File: config.mk
export PLATFORM = sky130hd
export DESIGN_NAME = irq_ctrl
export DESIGN_NICKNAME = d
export VERILOG_FILES = /design/src/rtl/irq_pkg.sv /design/src/rtl/irq_sync.sv /design/src/rtl/irq_event_det.sv /design/src/rtl/irq_ctrl.sv
export SDC_FILE = /design/constraint.sdc
export NUM_CORES = 1
export LEC_CHECK = 0
export BUFFER_PORTS_ARGS = -buffer_cell sky130_fd_sc_hd__buf_2
export CELL_PAD_IN_SITES_DETAIL_PLACEMENT = 1
export CELL_PAD_IN_SITES_GLOBAL_PLACEMENT = 1
export CORE_MARGIN = 4
export CORE_UTILIZATION = 37
export CTS_CLUSTER_DIAMETER = 150
export DETAILED_ROUTE_END_ITERATION = 6
export PLACE_DENSITY_LB_ADDON = 0.05
export RECOVER_POWER = 25
export SLEW_MARGIN = 5
export SYNTH_ARGS = -nofsm -noshare
export SYNTH_HDL_FRONTEND = slang
export SYNTH_SLANG_ARGS = --single-unit
File: constraint.sdc
create_clock -name clk_i -period 3 [get_ports clk_i]
set_clock_uncertainty 0.05 [all_clocks]
set_input_delay 0.15 -clock clk_i [delete_from_list [all_inputs] [get_ports clk_i]]
set_output_delay 0.15 -clock clk_i [all_outputs]
set_load 0.05 [all_outputs]
File: src/rtl/irq_pkg.sv
package irq_pkg;
  localparam int unsigned CTL_W     = 8;
  localparam int unsigned B_GIE     = 0;
  localparam int unsigned B_EXT_EN  = 1;
  localparam int unsigned B_PORT_EN = 2;
  localparam int unsigned B_TMR_EN  = 3;
  localparam int unsigned B_EXT_FL  = 4;
  localparam int unsigned B_PORT_FL = 5;
  localparam int unsigned B_TMR_FL  = 6;
  localparam int unsigned B_RISE    = 7;
  localparam int unsigned N_SRC     = 3;
endpackage

File: src/rtl/irq_sync.sv
module irq_sync #(
  parameter int unsigned W      = 1,
  parameter int unsigned STAGES = 2
) (
  input  logic         clk_i,
  input  logic         rst_ni,
  input  logic [W-1:0] d_i,
  output logic [W-1:0] q_o
);
  logic [W-1:0] stg_q [STAGES];

  always_ff @(posedge clk_i or negedge rst_ni) begin
    if (!rst_ni) begin
      for (int i = 0; i < STAGES; i++) stg_q[i] <= '0;
    end else begin
      stg_q[0] <= d_i;
      for (int i = 1; i < STAGES; i++) stg_q[i] <= stg_q[i-1];
    end
  end

  assign q_o = stg_q[STAGES-1];
endmodule

File: src/rtl/irq_event_det.sv
module irq_event_det #(
  parameter int unsigned PORT_W = 4
) (
  input  logic              clk_i,
  input  logic              rst_ni,
  input  logic              ext_s_i,
  input  logic [PORT_W-1:0] port_s_i,
  input  logic              rise_sel_i,
  input  logic              port_rd_i,
  output logic              ext_evt_o,
  output logic              port_evt_o
);
  logic              ext_prev_q;
  logic [PORT_W-1:0] snap_q;

  always_ff @(posedge clk_i or negedge rst_ni) begin
    if (!rst_ni) begin
      ext_prev_q <= 1'b0;
      snap_q     <= '0;
    end else begin
      ext_prev_q <= ext_s_i;
      if (port_rd_i) snap_q <= port_s_i;
    end
  end

  assign ext_evt_o  = rise_sel_i ? (ext_s_i & ~ext_prev_q) : (~ext_s_i & ext_prev_q);
  assign port_evt_o = |(port_s_i ^ snap_q);

  // a port read refreshes the comparison snapshot
  assert_snap_load_R3: assert property (@(posedge clk_i) disable iff (!rst_ni)
    port_rd_i |=> (snap_q == $past(port_s_i)));
endmodule

File: src/rtl/irq_ctrl.sv
module irq_ctrl
  import irq_pkg::*;
#(
  parameter int unsigned PORT_W  = 4,
  parameter int unsigned SYNC_N  = 2,
  parameter int unsigned VEC_W   = 13,
  parameter int unsigned IRQ_VEC = 4,
  parameter int unsigned RST_VEC = 0
) (
  input  logic              clk_i,
  input  logic              rst_ni,
  input  logic              ext_pin_i,
  input  logic [PORT_W-1:0] port_hi_i,
  input  logic              port_rd_i,
  input  logic              tmr_wrap_i,
  input  logic              ctl_we_i,
  input  logic [CTL_W-1:0]  ctl_wdata_i,
  output logic [CTL_W-1:0]  ctl_rdata_o,
  input  logic              boundary_i,
  input  logic              reti_i,
  output logic              take_o,
  output logic [VEC_W-1:0]  vec_o
);
  localparam int unsigned SW = PORT_W + 1;

  logic [CTL_W-1:0]  ctl_q, ctl_d;
  logic [SW-1:0]     raw_in, sync_out;
  logic              ext_evt, port_evt;
  logic [N_SRC-1:0]  flags, masks, events;

  assign raw_in = {port_hi_i, ext_pin_i};

  irq_sync #(.W(SW), .STAGES(SYNC_N)) i_sync (
    .clk_i (clk_i),
    .rst_ni(rst_ni),
    .d_i   (raw_in),
    .q_o   (sync_out)
  );

  irq_event_det #(.PORT_W(PORT_W)) i_det (
    .clk_i     (clk_i),
    .rst_ni    (rst_ni),
    .ext_s_i   (sync_out[0]),
    .port_s_i  (sync_out[SW-1:1]),
    .rise_sel_i(ctl_q[B_RISE]),
    .port_rd_i (port_rd_i),
    .ext_evt_o (ext_evt),
    .port_evt_o(port_evt)
  );

  assign flags  = {ctl_q[B_TMR_FL], ctl_q[B_PORT_FL], ctl_q[B_EXT_FL]};
  assign masks  = {ctl_q[B_TMR_EN], ctl_q[B_PORT_EN], ctl_q[B_EXT_EN]};
  assign events = {tmr_wrap_i, port_evt, ext_evt};

  assign take_o = boundary_i & ctl_q[B_GIE] & |(flags & masks);
  assign vec_o  = take_o ? VEC_W'(IRQ_VEC) : VEC_W'(RST_VEC);

  // hardware events win over software clears; take wins over reti and writes
  always_comb begin
    ctl_d = ctl_we_i ? ctl_wdata_i : ctl_q;
    if (events[0]) ctl_d[B_EXT_FL]  = 1'b1;
    if (events[1]) ctl_d[B_PORT_FL] = 1'b1;
    if (events[2]) ctl_d[B_TMR_FL]  = 1'b1;
    if (reti_i)    ctl_d[B_GIE]     = 1'b1;
    if (take_o)    ctl_d[B_GIE]     = 1'b0;
  end

  always_ff @(posedge clk_i or negedge rst_ni) begin
    if (!rst_ni) ctl_q <= '0;
    else         ctl_q <= ctl_d;
  end

  assign ctl_rdata_o = ctl_q;

  // taking an interrupt drops the global enable
  assert_take_clears_gie_R7: assert property (@(posedge clk_i) disable iff (!rst_ni)
    take_o |=> !ctl_rdata_o[B_GIE]);
  // return re-enables
  assert_reti_sets_gie_R8: assert property (@(posedge clk_i) disable iff (!rst_ni)
    (reti_i && !take_o) |=> ctl_rdata_o[B_GIE]);
  // timer wrap latches its flag
  assert_tmr_flag_R4: assert property (@(posedge clk_i) disable iff (!rst_ni)
    tmr_wrap_i |=> ctl_rdata_o[B_TMR_FL]);
  // without a write no flag ever falls
  assert_flags_sticky_R5: assert property (@(posedge clk_i) disable iff (!rst_ni)
    !ctl_we_i |=> ((flags & $past(flags)) == $past(flags)));
  // vector only while taking
  assert_vec_sel_R6: assert property (@(posedge clk_i) disable iff (!rst_ni)
    !take_o |-> (vec_o == VEC_W'(RST_VEC)));
endmodule

==> impl_metrics.toml <==
[place]
gp_congestion = 0.787
dp.cells = 119
port-buffer-count = 29
pre_cts_slack_ps = 1740
standard_cell_area_after_detailed_placement_sq_um = 1040
place_hpwl_microns = 1270

[layout]
register_area_sq_um = 576
finish.instance_area_sq_um = 1140
drive_above_1_share = 0.398
filler_cell_count = 252
multi_input_gate_area_in_the_final_layout_sq_um = 282
non_filler_instances = 131
layout.nets = 124
most-common-layout-cells = "28 x sky130_fd_sc_hd__buf_2, 23 x sky130_fd_sc_hd__dfrtp_1, 12 x sky130_fd_sc_hd__conb_1"
final_common_cell = "sky130_fd_sc_hd__buf_2"
areaGrowthSynthToFinish_pct = 22.7
antenna-diode-count = 0

[cts]
cts_htree_levels = 1
cts.root.buffer_cell = "sky130_fd_sc_hd__clkbuf_4"
cts_hold_buffers = 7
insertion_delay_ps = 300
tritoncts_buffers = 3
clock_pin_slew_on_the_worst_setup_and_hold_paths_ps = 120
clock_tree.buffer_depth = 2
total_setup_buffers_inserted_after_cts = 0
tritoncts_num_sinks = 23
cts_tree = "built"
cts_resized = 0

[timing]
finalHoldViolations = 0
unrepaired_setup_endpoints_after_global_routing = "false"
post-route-period-util = 0.528
worst_pin_slew_ps = 1220
endpoints_failing_setup = 0
timing.fmax_mhz = 631
setup_tns_ps = 0
timing_max_transition_violations_final = 0
max-slew-margin-rel = 0.188
period_needed_ps = 1580
final.setup.worst_slack_ps = 1420
fin_hold_ws_ps = 14.2

[die]
io_pins = 42
die_w_microns = 58.2
floorplan.die.height_microns = 58.2
effective_utilization_at_floorplan = 0.406
core_region_area_sq_um = 2300
floorplan.rows = 17
dieArea_sq_um = 3390

[worst_setup_path]
reg2reg_from = "ctl_rdata_o[6]"
critical_path_arrival_ps = 1380
worst-path-max-fanout = 3
reg2reg_to = "ctl_rdata_o[0]"
timing.reg2reg.worst_path_depth = 3
cp-start-kind = "flop"
critPathCaptureType = "primary output"
worst-endpoint-required_ps = 2800
worstSetupPathType = "flop to primary output"
slack_of_the_worst_reg_to_reg_path_ps = 1900

[synth]
synthesis.area_per_instance_sq_um = 14.1
syn-cell-area_sq_um = 932
synth_cells = 66
synth_enable_flop_cells = 0
yosys.cell_types.count = 19
yosys_warnings = 0
ys.flop_type = "sky130_fd_sc_hd__dfrtp_1"
synth_seq_cells = 23
synth_sequential_area_ratio = 0.617
fraction_of_synthesis_flops_using_an_asynchronous_set_or_reset_pin = 1.00

[outcome]
outcome = "finished clean"

[global_routing]
grt_antenna_before_repair = 0
globalRoute.totalOverflow = 0
grt_max_degree = 24
first_global_vias = 607
gr-usage-all-layers = 0.112
global_route_wire_length_before_repair_microns = 2840

[drt]
drt_pre_antenna_iters = 4
detail_route.drc_violations = 0
drt_first_iter_violations = 5
drt_wl_total_microns = 1660
antenna_left = 0
routedWlPerCell_microns = 12.6
post_drt_via_cell_ratio = 4.47
route.vias.total = 586

[min_path]
min-delay-start = "ctl_wdata_i[7]"
holdPathStages = 2
timing.hold.worst.class = "input pin to flop"
worst_hold_path.endpoint = "ctl_rdata_o[7]"

[pwr]
p_per_area_nw_per_um2 = 561
power.static_leakage_nw = 0.551
irDropWorstVdd_mv = 0.398

[job]
drv_cap = 0
-- flip-flops by register name (all words and copies together), names as in the netlist --
| name | cells |
|---|---|
| ctl_rdata_o | 8 |
| i_det.ext_prev_q | 1 |
| i_sync.q_o | 5 |
| i_det.snap_q | 4 |
| i_sync.stg_q | 5 |
-- critical path, stage by stage (launching register included) --
cell and delay [ps]:
sky130_fd_sc_hd__dfrtp_1 410, sky130_fd_sc_hd__a222oi_1 330, sky130_fd_sc_hd__nor2_1 110, sky130_fd_sc_hd__buf_2 220
-- worst max-delay path by stage --
stage                     depth (start not counted)           start  slack (ps)  endpoint
after floorplan                                   3  ctl_rdata_o[6]         900  vec_o[2]
after global placement                            3  ctl_rdata_o[6]        1750    take_o
after detailed placement                          3  ctl_rdata_o[6]        1740    take_o
after CTS                                         3  ctl_rdata_o[6]        1380    take_o
after global routing                              3  ctl_rdata_o[6]        1290  vec_o[2]
final                                             3  ctl_rdata_o[6]        1420    take_o
-- synth_stat cells (2+ instances only) --
library cell	instances	area, sq um
sky130_fd_sc_hd__xor2_1	3	26.3
sky130_fd_sc_hd__mux2_1	2	22.5
sky130_fd_sc_hd__nor2_1	2	7.51
sky130_fd_sc_hd__dfrtp_1	23	576
sky130_fd_sc_hd__buf_4	14	105
sky130_fd_sc_hd__nor2b_2	2	17.5
sky130_fd_sc_hd__mux2_2	6	67.6
sky130_fd_sc_hd__nand3_1	2	10.0
sky130_fd_sc_hd__mux2i_1	2	20.0
-- where the power goes --
part           internal (W)  total (W)  switching (W)
combinational     0.0000453   0.000157       0.000112
clock             0.0000497   0.000137      0.0000870
sequential         0.000333   0.000348      0.0000146
total              0.000428   0.000641       0.000213
-- layout make-up --
cell class	instances	share of cell area
clock buffer	3	0.0197
tap	28	0.0306
timing repair buffer	37	0.196
clock inverter	1	0.00438
sequential	23	0.503
multi-input combinational	39	0.246
-- logic make-up after synthesis --
kind of cell	Yosys count	synth area share
AND/OR/NAND/NOR	10	0.0644
AO/OA/AOI/OAI	3	0.0336
multiplexers	10	0.118
flip-flops	23	0.617
buffers and inverters	15	0.125
other	1	0.00402
XOR/XNOR	4	0.0376
-- routing by layer --
layer,GRT usage,wire [microns],vias up
met3,0.0356,158,4
met5,0,0,-
li1,-,-,270
met4,0.0596,31,0
met1,0.130,681,284
met2,0.182,786,28
-- per-stage QoR --
stage	total power, W	utilization
after CTS	0.000652	0.494
final	0.000641	0.498
after global routing	0.000680	0.498
after global placement	0.000501	0.452
after floorplan	0.000481	-
after detailed placement	0.000505	0.452
Power figures use the tool's default switching activity.
